`config.mk`:
```
export PLATFORM = sky130hd
export DESIGN_NAME = par_io_adapter
export DESIGN_NICKNAME = d
export VERILOG_FILES = /design/src/rtl/par_io_pkg.sv /design/src/rtl/par_io_edge.sv /design/src/rtl/par_io_port.sv /design/src/rtl/par_io_adapter.sv
export SDC_FILE = /design/constraint.sdc
export NUM_CORES = 1
export LEC_CHECK = 0
export BUFFER_PORTS_ARGS = -buffer_cell sky130_fd_sc_hd__buf_2
export CORE_MARGIN = 4
export CORE_UTILIZATION = 37
export DETAILED_ROUTE_END_ITERATION = 16
export GPL_TIMING_DRIVEN = 1
export HOLD_SLACK_MARGIN = 0.15
export SYNTH_ARGS = -nofsm -noshare
export SYNTH_HDL_FRONTEND = slang
export SYNTH_SLANG_ARGS = --single-unit
export TNS_END_PERCENT = 30
```
`constraint.sdc`:
```
create_clock -name clk_i -period 4.4 [get_ports clk_i]
set_input_delay 0.44 -clock clk_i [delete_from_list [all_inputs] [get_ports clk_i]]
set_output_delay 0.44 -clock clk_i [all_outputs]
set_load 0.005 [all_outputs]
```
`src/rtl/par_io_pkg.sv`:
```
package par_io_pkg;
  localparam int unsigned CTL_W       = 6;
  localparam int unsigned CTL_C1_EN   = 0;
  localparam int unsigned CTL_C1_RISE = 1;
  localparam int unsigned CTL_BANK    = 2;
  localparam int unsigned CTL_C2_B3   = 3;
  localparam int unsigned CTL_C2_B4   = 4;
  localparam int unsigned CTL_C2_OUT  = 5;

  typedef enum logic [1:0] {
    C2_INPUT  = 2'b00,
    C2_HSHAKE = 2'b10,
    C2_FIXED  = 2'b11
  } c2_mode_e;

  function automatic c2_mode_e c2_mode(input logic [CTL_W-1:0] ctl);
    if (!ctl[CTL_C2_OUT]) return C2_INPUT;
    return ctl[CTL_C2_B4] ? C2_FIXED : C2_HSHAKE;
  endfunction
endpackage

```
`src/rtl/par_io_edge.sv`:
```
module par_io_edge (
  input  logic clk_i,
  input  logic rst_ni,
  input  logic sample_i,
  input  logic lvl_i,
  input  logic rise_i,
  output logic hit_o
);
  logic armed_q;
  logic at_active;

  assign at_active = (lvl_i == rise_i);
  assign hit_o     = sample_i & armed_q & at_active;

  // armed only after a strobe saw the inactive level
  always_ff @(posedge clk_i or negedge rst_ni) begin
    if (!rst_ni)       armed_q <= 1'b0;
    else if (sample_i) armed_q <= !at_active;
  end
endmodule

```
`src/rtl/par_io_port.sv`:
```
module par_io_port
  import par_io_pkg::*;
#(
  parameter int unsigned DW          = 8,
  parameter bit          HS_ON_WRITE = 1'b0
) (
  input  logic          clk_i,
  input  logic          rst_ni,
  input  logic          e_i,
  input  logic          acc_i,
  input  logic          rw_i,
  input  logic          rs_ctl_i,
  input  logic [DW-1:0] wdata_i,
  output logic [DW-1:0] rdata_o,
  input  logic [DW-1:0] pin_i,
  output logic [DW-1:0] pin_out_o,
  output logic [DW-1:0] pin_oe_o,
  input  logic          c1_i,
  input  logic          c2_i,
  output logic          c2_out_o,
  output logic          c2_oe_o,
  output logic          irq_no
);
  logic [DW-1:0]    ddr_q, or_q;
  logic [CTL_W-1:0] ctl_q;
  logic             f1_q, f2_q, hs_low_q;
  logic             c1_hit, c2_raw, c2_hit;
  logic             wr, rd, bank_or, bank_ddr, data_rd, hs_trig;
  c2_mode_e         mode;

  assign mode     = c2_mode(ctl_q);
  assign wr       = acc_i & !rw_i;
  assign rd       = acc_i & rw_i;
  assign bank_or  = !rs_ctl_i & ctl_q[CTL_BANK];
  assign bank_ddr = !rs_ctl_i & !ctl_q[CTL_BANK];
  assign data_rd  = rd & bank_or;
  assign hs_trig  = acc_i & bank_or & (rw_i != HS_ON_WRITE);

  par_io_edge u_edge1 (
    .clk_i(clk_i), .rst_ni(rst_ni), .sample_i(e_i),
    .lvl_i(c1_i), .rise_i(ctl_q[CTL_C1_RISE]), .hit_o(c1_hit)
  );
  par_io_edge u_edge2 (
    .clk_i(clk_i), .rst_ni(rst_ni), .sample_i(e_i),
    .lvl_i(c2_i), .rise_i(ctl_q[CTL_C2_B4]), .hit_o(c2_raw)
  );
  assign c2_hit = c2_raw & (mode == C2_INPUT);

  always_ff @(posedge clk_i or negedge rst_ni) begin
    if (!rst_ni) begin
      ddr_q <= '0;
      or_q  <= '0;
      ctl_q <= '0;
    end else if (wr) begin
      if (rs_ctl_i)      ctl_q <= wdata_i[CTL_W-1:0];
      else if (bank_or)  or_q  <= wdata_i;
      else               ddr_q <= wdata_i;
    end
  end

  // a new edge wins over a clearing read in the same strobe
  always_ff @(posedge clk_i or negedge rst_ni) begin
    if (!rst_ni) begin
      f1_q <= 1'b0;
      f2_q <= 1'b0;
    end else begin
      if (c1_hit)       f1_q <= 1'b1;
      else if (data_rd) f1_q <= 1'b0;
      if (mode != C2_INPUT) f2_q <= 1'b0;
      else if (c2_hit)      f2_q <= 1'b1;
      else if (data_rd)     f2_q <= 1'b0;
    end
  end

  always_ff @(posedge clk_i or negedge rst_ni) begin
    if (!rst_ni)                  hs_low_q <= 1'b0;
    else if (mode != C2_HSHAKE)   hs_low_q <= 1'b0;
    else if (hs_trig)             hs_low_q <= 1'b1;
    else if (ctl_q[CTL_C2_B3] ? e_i : c1_hit) hs_low_q <= 1'b0;
  end

  assign pin_out_o = or_q;
  assign pin_oe_o  = ddr_q;
  assign c2_oe_o   = (mode != C2_INPUT);
  assign c2_out_o  = (mode == C2_FIXED)  ? ctl_q[CTL_C2_B3] :
                     (mode == C2_HSHAKE) ? !hs_low_q : 1'b0;
  assign irq_no    = !((f1_q & ctl_q[CTL_C1_EN]) |
                       (f2_q & ctl_q[CTL_C2_B3] & (mode == C2_INPUT)));

  always_comb begin
    rdata_o = '0;
    if (rs_ctl_i) begin
      rdata_o[CTL_W-1:0] = ctl_q;
      rdata_o[DW-1]      = f1_q;
      rdata_o[DW-2]      = f2_q;
    end else if (bank_ddr) begin
      rdata_o = ddr_q;
    end else begin
      rdata_o = (or_q & ddr_q) | (pin_i & ~ddr_q);
    end
  end
endmodule

```
`src/rtl/par_io_adapter.sv`:
```
module par_io_adapter #(
  parameter int unsigned DW = 8
) (
  input  logic          clk_i,
  input  logic          rst_ni,
  input  logic          cs0_i,
  input  logic          cs1_i,
  input  logic          cs2_ni,
  input  logic [1:0]    rs_i,
  input  logic          rw_i,
  input  logic          e_i,
  input  logic [DW-1:0] wdata_i,
  output logic [DW-1:0] rdata_o,
  input  logic [DW-1:0] pa_in_i,
  output logic [DW-1:0] pa_out_o,
  output logic [DW-1:0] pa_oe_o,
  input  logic          ca1_i,
  input  logic          ca2_i,
  output logic          ca2_out_o,
  output logic          ca2_oe_o,
  output logic          irq_a_no,
  input  logic [DW-1:0] pb_in_i,
  output logic [DW-1:0] pb_out_o,
  output logic [DW-1:0] pb_oe_o,
  input  logic          cb1_i,
  input  logic          cb2_i,
  output logic          cb2_out_o,
  output logic          cb2_oe_o,
  output logic          irq_b_no
);
  localparam int unsigned NPORT = 2;

  logic          sel;
  logic [DW-1:0] p_in  [NPORT];
  logic [DW-1:0] p_out [NPORT];
  logic [DW-1:0] p_oe  [NPORT];
  logic [DW-1:0] p_rd  [NPORT];
  logic [NPORT-1:0] p_c1, p_c2, p_c2_out, p_c2_oe, p_irq_n;

  assign sel = cs0_i & cs1_i & !cs2_ni;

  assign p_in[0] = pa_in_i;
  assign p_in[1] = pb_in_i;
  assign p_c1    = {cb1_i, ca1_i};
  assign p_c2    = {cb2_i, ca2_i};

  for (genvar g = 0; g < NPORT; g++) begin : g_port
    par_io_port #(.DW(DW), .HS_ON_WRITE(g == 1)) u_port (
      .clk_i    (clk_i),
      .rst_ni   (rst_ni),
      .e_i      (e_i),
      .acc_i    (e_i & sel & (rs_i[1] == g[0])),
      .rw_i     (rw_i),
      .rs_ctl_i (rs_i[0]),
      .wdata_i  (wdata_i),
      .rdata_o  (p_rd[g]),
      .pin_i    (p_in[g]),
      .pin_out_o(p_out[g]),
      .pin_oe_o (p_oe[g]),
      .c1_i     (p_c1[g]),
      .c2_i     (p_c2[g]),
      .c2_out_o (p_c2_out[g]),
      .c2_oe_o  (p_c2_oe[g]),
      .irq_no   (p_irq_n[g])
    );
  end

  assign rdata_o   = (sel & rw_i) ? p_rd[rs_i[1]] : '0;
  assign pa_out_o  = p_out[0];
  assign pa_oe_o   = p_oe[0];
  assign pb_out_o  = p_out[1];
  assign pb_oe_o   = p_oe[1];
  assign ca2_out_o = p_c2_out[0];
  assign ca2_oe_o  = p_c2_oe[0];
  assign cb2_out_o = p_c2_out[1];
  assign cb2_oe_o  = p_c2_oe[1];
  assign irq_a_no  = p_irq_n[0];
  assign irq_b_no  = p_irq_n[1];
endmodule

```
; ---- After elaboration in Yosys (flattened, before gate mapping)
; Index checks and enable logic that the tools add are counted.
[word_totals]
register_bits = 54
inputBits = 37
[classes]
muxes = 32
eq_ne = 10
bitwise = 52
order_cmp = 1
reduce_logical = 29
[op_table]
columns = op, n
row1 = $mux 8, 8
row2 = $and 1x1->1, 36
row3 = $and 8x8->8, 4
row4 = $mux 1, 22
row5 = $not 8->8, 2
row6 = $or 8x8->8, 2
row7 = $logic_not 1->1, 13
row8 = $reduce_and 3->1, 4
row9 = $reduce_bool 3->1, 4
row10 = $eq 2x2->1 const B, 4
row11 = $reduce_bool 2->1, 4
row12 = $not 1->1, 5
row13 = $eq 1x1->1, 4
row14 = $logic_not 2->1, 2
row15 = $mux 2, 2
row16 = $ne 2x2->1 const B, 2
row17 = $reduce_and 2->1, 2
row18 = $ge 2x2->1 const B, 1
row19 = $not 1->2, 1
row20 = $or 1x1->1, 2

; ---- Logic depth before layout (Yosys ltp)
; Gate-level depths: netlist (run 1).
[depth]
word_depth = 9
ltp_mapped = 6

; ---- Cells and area by module
; From an unflattened synthesis (run 1), not the netlist that was laid out.
[hier_totals]
hier_cells = 259
area_unflattened_um2 = 2776.4
[modules_own_cells]
columns = module, area_per_inst_um2, n_inst, cells_each, seq_area_each_um2
row1 = par_io_port at g_port[0].u_port, 1207.4, 1, 109, 625.6
row2 = par_io_port at g_port[1].u_port, 1206.2, 1, 109, 625.6
row3 = par_io_edge, 48.8, 4, 5, 25.0
row4 = par_io_adapter, 167.7, 1, 21, 0.0

; ---- Worst setup path after synthesis (run 1)
; Ideal clock, no wire load.
[synth_timing]
kind = input -> output
from = input port rs_i[0]
to = output port rdata_o[2]
arrival_ns = 1.373
path_slack_ns = 2.587
path_stages = 4
required_ns = 3.960
cell_sequence = clkbuf_1 buf_1 o22ai_1 a211oi_1
[synth_via]
elab_chain_len = 8
elab_cells_between_ends = 11
cone_classes = 8 x mux / 2 x bitwise / 1 x reduce/logical
[synth_lines]
columns = element, line_no
row1 = start: declaration, par_io_adapter.sv:9  ; input logic [1:0] rs_i,
row2 = $logic_not 1->1, par_io_port.sv:35  ; assign bank_ddr = !rs_ctl_i & !ctl_q[CTL_BANK];
row3 = $and 1x1->1, par_io_port.sv:35
row4 = $mux 8, par_io_port.sv:96  ; end else if (bank_ddr) begin
row5 = $mux 8, par_io_port.sv:92  ; if (rs_ctl_i) begin
row6 = $mux 8 (implied by the code) * (3 in a row), par_io_adapter.sv:68  ; assign rdata_o = (sel & rw_i) ? p_rd[rs_i[1]] : '0;
row7 = $mux 8 *, par_io_adapter.sv:68
row8 = end: declaration, par_io_adapter.sv:13  ; output logic [DW-1:0] rdata_o,
; Every way passes the cells marked *; elsewhere a longest branch is shown, timed or not. The select of a mux whose other input is x is not followed.

; ---- Worst setup path after layout (run 1)
[layout_timing]
from = register g_port[1].u_port.ctl_q[2]
to = output port rdata_o[5]
[layout_via]
elab_chain_len = 8
[layout_lines]
columns = element, line_no
row1 = start: declaration, par_io_port.sv:25  ; logic [CTL_W-1:0] ctl_q;
row2 = start signal: assignment, par_io_port.sv:55  ; if (rs_ctl_i) ctl_q <= wdata_i[CTL_W-1:0];
row3 = $logic_not 1->1, par_io_port.sv:35
row4 = $and 1x1->1, par_io_port.sv:35
row5 = $mux 8, par_io_port.sv:96
row6 = $mux 8, par_io_port.sv:92
row7 = $mux 8 (implied by the code) (3 in a row), par_io_adapter.sv:68
row8 = $mux 8, par_io_adapter.sv:68
; No other way between the ends. The select of a mux whose other input is x is not followed.

==> results of run 1 <==
stage by stage:
stage               std cells  hold slack, ns
floorplan                 241           0.144
global route              417           0.329
finish                    417           0.257
global placement          409           0.473
detailed placement        409           0.483
CTS                       417           0.284
layer usage:
layer	track usage	up-vias	share of wire
met3	0.0377	6	0.058
li1	-	1055	-
met1	0.249	1112	0.45
met2	0.267	69	0.48
met5	0	-	0
met4	0.0662	0	0.0086
cells in the mapped netlist (2+ instances only):
master     instances  share of area
nor2_1            12          0.016
nand4b_1           2         0.0064
nor3b_1            5          0.014
a2111oi_0          5          0.016
o311a_1            6          0.022
nor3_1             6          0.011
clkbuf_1          10          0.014
inv_1              8          0.011
nor4bb_1           5          0.018
a21oi_1           18          0.033
o21ai_0            5         0.0091
buf_1              3         0.0041
nor2b_1            8          0.018
dfrtp_1           54           0.49
mux2_2            37           0.15
and3b_1            5          0.016
a32oi_1            3         0.0096
a211oi_1           4          0.011
nor3_2             2         0.0073
xnor2_1            4          0.013
nand2_1           13          0.018
mux2_4             6          0.033
a221oi_1           2         0.0064
a31oi_1            2         0.0045
nand3_1            3         0.0055
how the worst min path moves through the flow:
stage,startpoint,to,slack (ns)
2_1_floorplan,rst_ni,g_port[0].u_port.ctl_q[0],0.14
3_3_place_gp,g_port[1].u_port.ctl_q[5],g_port[1].u_port.f2_q,0.47
3_5_place_dp,g_port[0].u_port.ctl_q[5],g_port[0].u_port.f2_q,0.48
4_1_cts,rst_ni,g_port[0].u_port.f2_q,0.28
5_1_grt,rst_ni,g_port[0].u_port.f2_q,0.33
6_report,rst_ni,g_port[0].u_port.f2_q,0.26
cells by family (layout without fill, tap and decap cells):
| logic type | Yosys count | in the layout | synth area share |
|---|---|---|---|
| mux | 44 | 44 | 0.188 |
| compound gates | 51 | 51 | 0.129 |
| buf+inv | 22 | 99 | 0.0305 |
| flops | 54 | 54 | 0.491 |
| simple gates | 66 | 66 | 0.148 |
| xor+xnor | 4 | 4 | 0.0127 |
critical path, stage by stage, from the launching register on:
cell and delay, ns:
dfrtp_1 0.79, a21oi_1 0.17, a311o_1 0.37, a31oi_1 0.17
o21a_1 0.15, buf_2 0.10
power by group through the flow:
stage	Clock (mW)	Sequential (mW)	Combinational (mW)
floorplan	0	0.591	0.131
global placement	0	0.618	0.208
detailed placement	0	0.621	0.212
CTS	0.298	0.611	0.212
global route	0.315	0.620	0.235
finish	0.288	0.611	0.208
area by class of cell:
| class | instances | area [µm²] | share of cell area |
|---|---|---|---|
| Clock inverter | 1 | 5.00 | 0.00150 |
| Clock buffer | 7 | 86.3 | 0.0259 |
| Tap cell | 99 | 124 | 0.0372 |
| Inverter | 8 | 30.0 | 0.00902 |
| Sequential cell | 54 | 1350 | 0.406 |
| Multi-Input combinational cell | 165 | 1320 | 0.395 |
| Timing Repair Buffer | 83 | 418 | 0.126 |
sequential cells by signal, summed over array words and instances (netlist names):
register / count
g_port.u_port.hs_low_q: 2
g_port.u_port.u_edge1.armed_q: 2
g_port.u_port.f1_q: 2
g_port.u_port.u_edge2.armed_q: 2
g_port.u_port.pin_out_o: 16
g_port.u_port.f2_q: 2
g_port.u_port.pin_oe_o: 16
g_port.u_port.ctl_q: 12
==> impl_metrics.ini, run 1 <==
[global_route]
first_global_vias = 2159
grt_max_degree = 55
grt-ovfl-total = 0
grt_antenna_before_repair = 0
grtUsageTotal = 0.177
grt_pass1_wl_mm = 11.9

[logic_synthesis]
synth_edf_count = 0
synth-seq-cells = 54
synth_top_flop_cell = dfrtp_1
synth_nets = 278
seq_area_frac_synth = 0.491
synthCells = 241
ys_warn_count = 0
syn_avg_cell_area_um2 = 11.4
post_synth_num_cell_types = 38
async_flop_share = 1.00
synth_area_um2 = 2750

[setup_path]
critPathKind = register to output pin
critPathLaunchType = register
cp_max_fo = 20
reg2reg_from = g_port[1].u_port.ctl_q[2]
r2r_setup_slack_ns = 2.55
reg2reg_to = g_port[1].u_port.pin_out_o[6]
cp.arrival_ns = 2.06
cp-endpoint = rdata_o[5]
r2r_cells = 2
crit_required_ns = 3.96
critPathLaunch = g_port[1].u_port.ctl_q[2]
end_kind = output pin

[sta]
final.setup.worst_slack_ns = 1.90
hold_violations = 0
finalSetupViolations = 0
final.min_clock_period_ns = 2.50
finalCritPeriodShare = 0.569
max_freq_ghz = 0.399
tns_ns = 0
relSlewSlack = 0.521
finalMaxSlewViolations = 0
fin_skew_ns = 0.00700
rsz0062_at_grt = no
worstMarginPinSlew_ns = 0.718

[power]
powerDensity_nw_per_um2 = 333
p_int_uw = 783
power.share.clock = 0.260
p_total_mw = 1.11
swShare = 0.293
power_leakage_nw = 1.66
switching_power_uw = 324
seqPwrFrac = 0.552
ir_drop_v = 0.000150
pwr-share-comb = 0.188

[routing]
drc = 0
dr.pass1.iters = 4
ant_nets = 0
drt_iter0_markers = 107
wl_per_cell_um = 18.4
totalWireLength_mm = 7.66
vias = 2242
via_per_inst = 5.38

[clock_network]
htreeDepth = 2
holdBufCountCts = 0
clkLatencyLatePin_ns = 0.31
cts_tree = built
cts_buffers = 5
cts.sinks = 54
clk_root_buffer_cell = clkbuf_8
clk_pin_slew_ns = 0.09
cts_buffer_depth = 2
post_cts.repair.setup_buffers = 0
postCtsResizedCells = 0

[flow_run]
maxCapViolCount = 0

[die]
core.rowCount = 31
core_um2 = 7250
io_pins = 83
die_h_um = 94.2
initial_core_util = 0.379
dieArea_um2 = 8880
die_w_um = 94.2

[layout]
final_util = 0.459
layout_common_cells = buf_2 (82), dfrtp_1 (54), mux2_2 (37)
area_delta_synth_final_pct = 21.1
final_common_cell = buf_2
fillers = 699
fin_area_um2 = 3330
drive_gt1_frac = 0.428
antenna_cells = 0
nets = 354

[placement]
io_buffers = 82
dp_hpwl_mm = 5.40
globalplace.congestion = 0.799
post_dp_cell_area_um2 = 3240
dpl_worst_slack_ns = 2.11

[status]
status = completed

[min_path]
min_path_type = primary input to asynchronous set/reset pin
Note: power is estimated with default switching activity, not from simulation.
==> run 2, diff against run 1 <==
==> constraint.sdc (replaced) <==
create_clock -name clk_i -period 2.2 [get_ports clk_i]
set_input_delay 0.22 -clock clk_i [delete_from_list [all_inputs] [get_ports clk_i]]
set_output_delay 0.22 -clock clk_i [all_outputs]
set_load 0.005 [all_outputs]
==> impl_metrics.ini, run 2 (synthesized netlist as in run 1, its figures left out) <==
[setup_path]
critPathLaunchType = register
crit_required_ns = 1.98
cp_max_fo = 14
end_kind = output pin
cp.arrival_ns = 1.82
critPathKind = register to output pin

[sta]
max_freq_ghz = 0.491
tns_ns = 0
finalMaxSlewViolations = 0
finalCritPeriodShare = 0.926
hold_violations = 0
rsz0062_at_grt = no
relSlewSlack = 0.490
worstMarginPinSlew_ns = 0.765
fin_hold_ws_ns = 0.191
final.min_clock_period_ns = 2.04
fin_skew_ns = 0.00652
finalSetupViolations = 0

[placement]
dp_hpwl_mm = 5.63
io_buffers = 82
globalplace.congestion = 0.878
post_dp_cell_area_um2 = 3310

[min_path]
min_path_type = primary input to register

[layout]
layout_common_cells = buf_2 (82), dfrtp_1 (52), mux2_2 (37)
final_common_cell = buf_2
nets = 365
area_delta_synth_final_pct = 24.0
final_util = 0.470
fillers = 722
fin_area_um2 = 3410
drive_gt1_frac = 0.450
antenna_cells = 0

[routing]
vias = 2244
dr.pass1.iters = 4
ant_nets = 0
drt_iter0_markers = 80
via_per_inst = 5.27
wl_per_cell_um = 17.8
totalWireLength_mm = 7.60
drc = 0

[global_route]
first_global_vias = 2334
grt_pass1_wl_mm = 12.0
grt_max_degree = 35
grtUsageTotal = 0.177
grt_antenna_before_repair = 0
grt-ovfl-total = 0

[die]
die_h_um = 94.2
core.rowCount = 31
io_pins = 83
dieArea_um2 = 8880
die_w_um = 94.2
core_um2 = 7250
initial_core_util = 0.379

[clock_network]
clk_root_buffer_cell = clkbuf_8
post_cts.repair.setup_buffers = 0
cts_buffers = 5
cts_tree = built
cts_buffer_depth = 2
cts.sinks = 54
htreeDepth = 2
clk_pin_slew_ns = 0.09
clkLatencyLatePin_ns = 0.30

[status]
status = completed

[power]
ir_drop_v = 0.000291
power_leakage_nw = 1.70
powerDensity_nw_per_um2 = 643

[flow_run]
maxCapViolCount = 0
-- run 2: changes by cell type in the layout (fill, tap and decap cells not counted), sizes merged --
cell         delta
buf            +10
clkinv          -1
clkbuf          -1
dlygate4sd3     +1
-- run 2: through the flow --
stage / std cells / power [mW] / setup slack, ns
after floorplan: 241 / 1.44 / 0.630
after global placement: 419 / 1.66 / 0.352
after detailed placement: 419 / 1.67 / 0.328
after CTS: 426 / 2.21 / 0.0118
after global routing: 426 / 2.32 / 0.0102
final: 426 / 2.19 / 0.163
-- run 2: final cells by class --
type,count,area (µm²),area share
inverters,8,30.0,0.00881
flip-flops and latches,54,1350,0.397
clock buffers,6,82.6,0.0242
multi-input cells,165,1320,0.386
well taps,99,124,0.0363
repair buffers,94,503,0.148
-- run 2: layer usage --
metal | track usage | part of all wire | vias up
met4 | 0.0517 | 0.014 | 0
met3 | 0.0401 | 0.052 | 8
li1 | - | - | 1066
met5 | 0 | 0 | -
met2 | 0.280 | 0.47 | 66
met1 | 0.242 | 0.47 | 1104
-- run 2: power breakdown --
group	switching, mW	internal, mW
Clock	0.304	0.244
Sequential	0.128	1.09
Combinational	0.198	0.231
-- run 2: worst max-delay path, stage by stage (launching register included) --
cell and delay [ns]:
dfrtp_2 0.51, buf_4 0.20, nor2b_1 0.12, nor3b_1 0.17, a2111oi_1 0.08, nor3_1 0.27, buf_2 0.17
-- run 2: final timing paths --
check	depth (start not counted)	slack [ns]	endpoint	startpoint
max	6	0.16	rdata_o[1]	g_port[0].u_port.ctl_q[2]
min	2	0.19	g_port[1].u_port.pin_oe_o[6]	wdata_i[6]
max reg2reg	3	0.62	g_port[0].u_port.pin_out_o[7]	g_port[0].u_port.ctl_q[2]
min reg2reg	1	0.51	g_port[0].u_port.f2_q	g_port[0].u_port.ctl_q[5]
max in group asynchronous	3	0.98	g_port[0].u_port.pin_out_o[0]	rst_ni
min in group asynchronous	2	0.53	g_port[1].u_port.pin_out_o[5]	rst_ni
-- run 2: repair_timing --
action                                  4_1_cts  5_1_grt
resized for setup                             0        3
hold buffers                                  1        0
endpoints found under the setup margin        0        5
hold endpoints to repair                     32        0
==> run 3, diff against run 2 <==
==> constraint.sdc (replaced) <==
create_clock -name clk_i -period 2.4 [get_ports clk_i]
set_input_delay 0.24 -clock clk_i [delete_from_list [all_inputs] [get_ports clk_i]]
set_output_delay 0.24 -clock clk_i [all_outputs]
set_load 0.005 [all_outputs]
==> impl_metrics.ini, run 3 (synthesized netlist as in run 1, its figures left out) <==
[power]
seqPwrFrac = 0.548
power.share.clock = 0.258
p_int_mw = 1.44
pwr-share-comb = 0.194
power_leakage_nw = 1.68
ir_drop_v = 0.000331
swShare = 0.293
switching_power_uw = 597
powerDensity_nw_per_um2 = 604

[die]
die_w_um = 94.2
io_pins = 83
initial_core_util = 0.379
core_um2 = 7250
die_h_um = 94.2
dieArea_um2 = 8880
core.rowCount = 31

[clock_network]
cts_buffer_depth = 2
clkLatencyLatePin_ns = 0.31
cts_tree = built
cts.sinks = 54
post_cts.repair.setup_buffers = 0
clk_root_buffer_cell = clkbuf_8
cts_buffers = 5
clk_pin_slew_ns = 0.09
htreeDepth = 2

[min_path]
min_path_type = primary input to register

[layout]
antenna_cells = 0
fin_area_um2 = 3380
layout_common_cells = buf_2 (82), dfrtp_1 (53), mux2_2 (37)
seq_area_um2 = 1350
final_common_cell = buf_2
fillers = 717
stdcell_count = 421
area_delta_synth_final_pct = 22.7
multi_input_area_um2 = 1320
nets = 358
drive_gt1_frac = 0.435

[setup_path]
crit_path_top_delay_cell = dfrtp_1
path_cells = a21oi_1, a311o_1, a31oi_1, o21a_1, buf_2
critPathLaunch = g_port[1].u_port.ctl_q[2]
crit_cells = 5
cp.arrival_ns = 1.94
crit_required_ns = 2.16
reg2reg_from = g_port[1].u_port.ctl_q[2]
cp_top_family = compound AO/OA/AOI/OAI gates
slowest_delay_ns = 0.75
r2r_setup_slack_ns = 0.56
critPathKind = register to output pin
cp_max_fo = 20
r2r_cells = 2
cp-endpoint = rdata_o[5]
reg2reg_to = g_port[1].u_port.pin_out_o[2]
end_kind = output pin
critPathLaunchType = register
path_buf_inv = 1

[placement]
placedCellCount = 412
io_buffers = 82
globalplace.congestion = 0.832
dp_hpwl_mm = 5.61
post_dp_cell_area_um2 = 3270

[sta]
tns_ns = 0
rsz0062_at_grt = no
relSlewSlack = 0.587
finalMaxSlewViolations = 0
final.min_clock_period_ns = 2.18
worstMarginPinSlew_ns = 0.620
fin_skew_ns = 0.00527
finalCritPeriodShare = 0.910
finalSetupViolations = 0
hold_violations = 0
max_freq_ghz = 0.458

[global_route]
grt_pass1_wl_mm = 12.1
grt_antenna_before_repair = 0
grt-ovfl-total = 0
grtUsageTotal = 0.180
first_global_vias = 2202
grt_max_degree = 30

[routing]
vias = 2258
wl_per_cell_um = 18.3
drc = 0
ant_nets = 0
drt_iter0_markers = 103
dr.pass1.iters = 4
totalWireLength_mm = 7.70
via_per_inst = 5.36

[status]
status = completed

[flow_run]
maxCapViolCount = 0
run 3: changes by cell type in the layout (fill, tap and decap cells not counted):
cell       change
clkinv_2       +1
buf_4          -8
a2111oi_0      +1
buf_12         +1
dfrtp_1        +1
dfrtp_2        -1
a2111oi_1      -1
clkbuf_1       +1
run 3: cell type report:
| class | count | area share |
|---|---|---|
| Sequential cell | 54 | 0.401 |
| Inverter | 8 | 0.00890 |
| Multi-Input combinational cell | 165 | 0.390 |
| Clock buffer | 7 | 0.0256 |
| Timing Repair Buffer | 87 | 0.137 |
| Clock inverter | 1 | 0.00148 |
| Tap cell | 99 | 0.0367 |
run 3: routing by layer:
layer  wire length [µm]  vias to the layer above  share of wire  GRT usage
met5                  0                        -              0          0
met1               3560                     1127           0.46      0.248
met3                409                        7          0.053     0.0417
met4                 59                        0         0.0077     0.0361
met2               3670                       66           0.48      0.291
li1                   -                     1058              -          -
run 3: how the worst min path moves through the flow:
stage | startpoint | to | slack [ns] | depth (start not counted)
floorplan | rst_ni | g_port[0].u_port.ctl_q[0] | -0.06 | 0
global placement | rst_ni | g_port[0].u_port.pin_oe_o[5] | 0.29 | 1
detailed placement | rst_ni | g_port[0].u_port.pin_oe_o[5] | 0.29 | 1
CTS | wdata_i[6] | g_port[0].u_port.pin_out_o[6] | 0.20 | 2
global route | wdata_i[6] | g_port[0].u_port.pin_oe_o[6] | 0.20 | 2
finish | wdata_i[6] | g_port[0].u_port.pin_out_o[6] | 0.21 | 2
run 3: what timing repair did:
action,4_1_cts,5_1_grt
hold buffers,1,0
resized for setup,0,1
endpoints found under the hold margin,25,0
setup endpoints to repair,0,1
run 3: through the flow:
stage           util  hold slack (ns)  setup WS, ns  power [mW]
2_1_floorplan      -          -0.0556         0.810        1.32
5_1_grt        0.465            0.204        0.0251        2.16
6_report       0.465            0.208         0.217        2.04
4_1_cts        0.465            0.198         0.137        2.06
3_3_place_gp   0.451            0.294         0.477        1.52
3_5_place_dp   0.451            0.288         0.457        1.53
run 3: power by group through the flow:
stage | clock network [mW] | registers (mW) | logic [mW]
6_report | 0.527 | 1.12 | 0.396
5_1_grt | 0.585 | 1.13 | 0.441
4_1_cts | 0.541 | 1.12 | 0.402
3_5_place_dp | 0 | 1.13 | 0.398
3_3_place_gp | 0 | 1.13 | 0.391
2_1_floorplan | 0 | 1.08 | 0.241
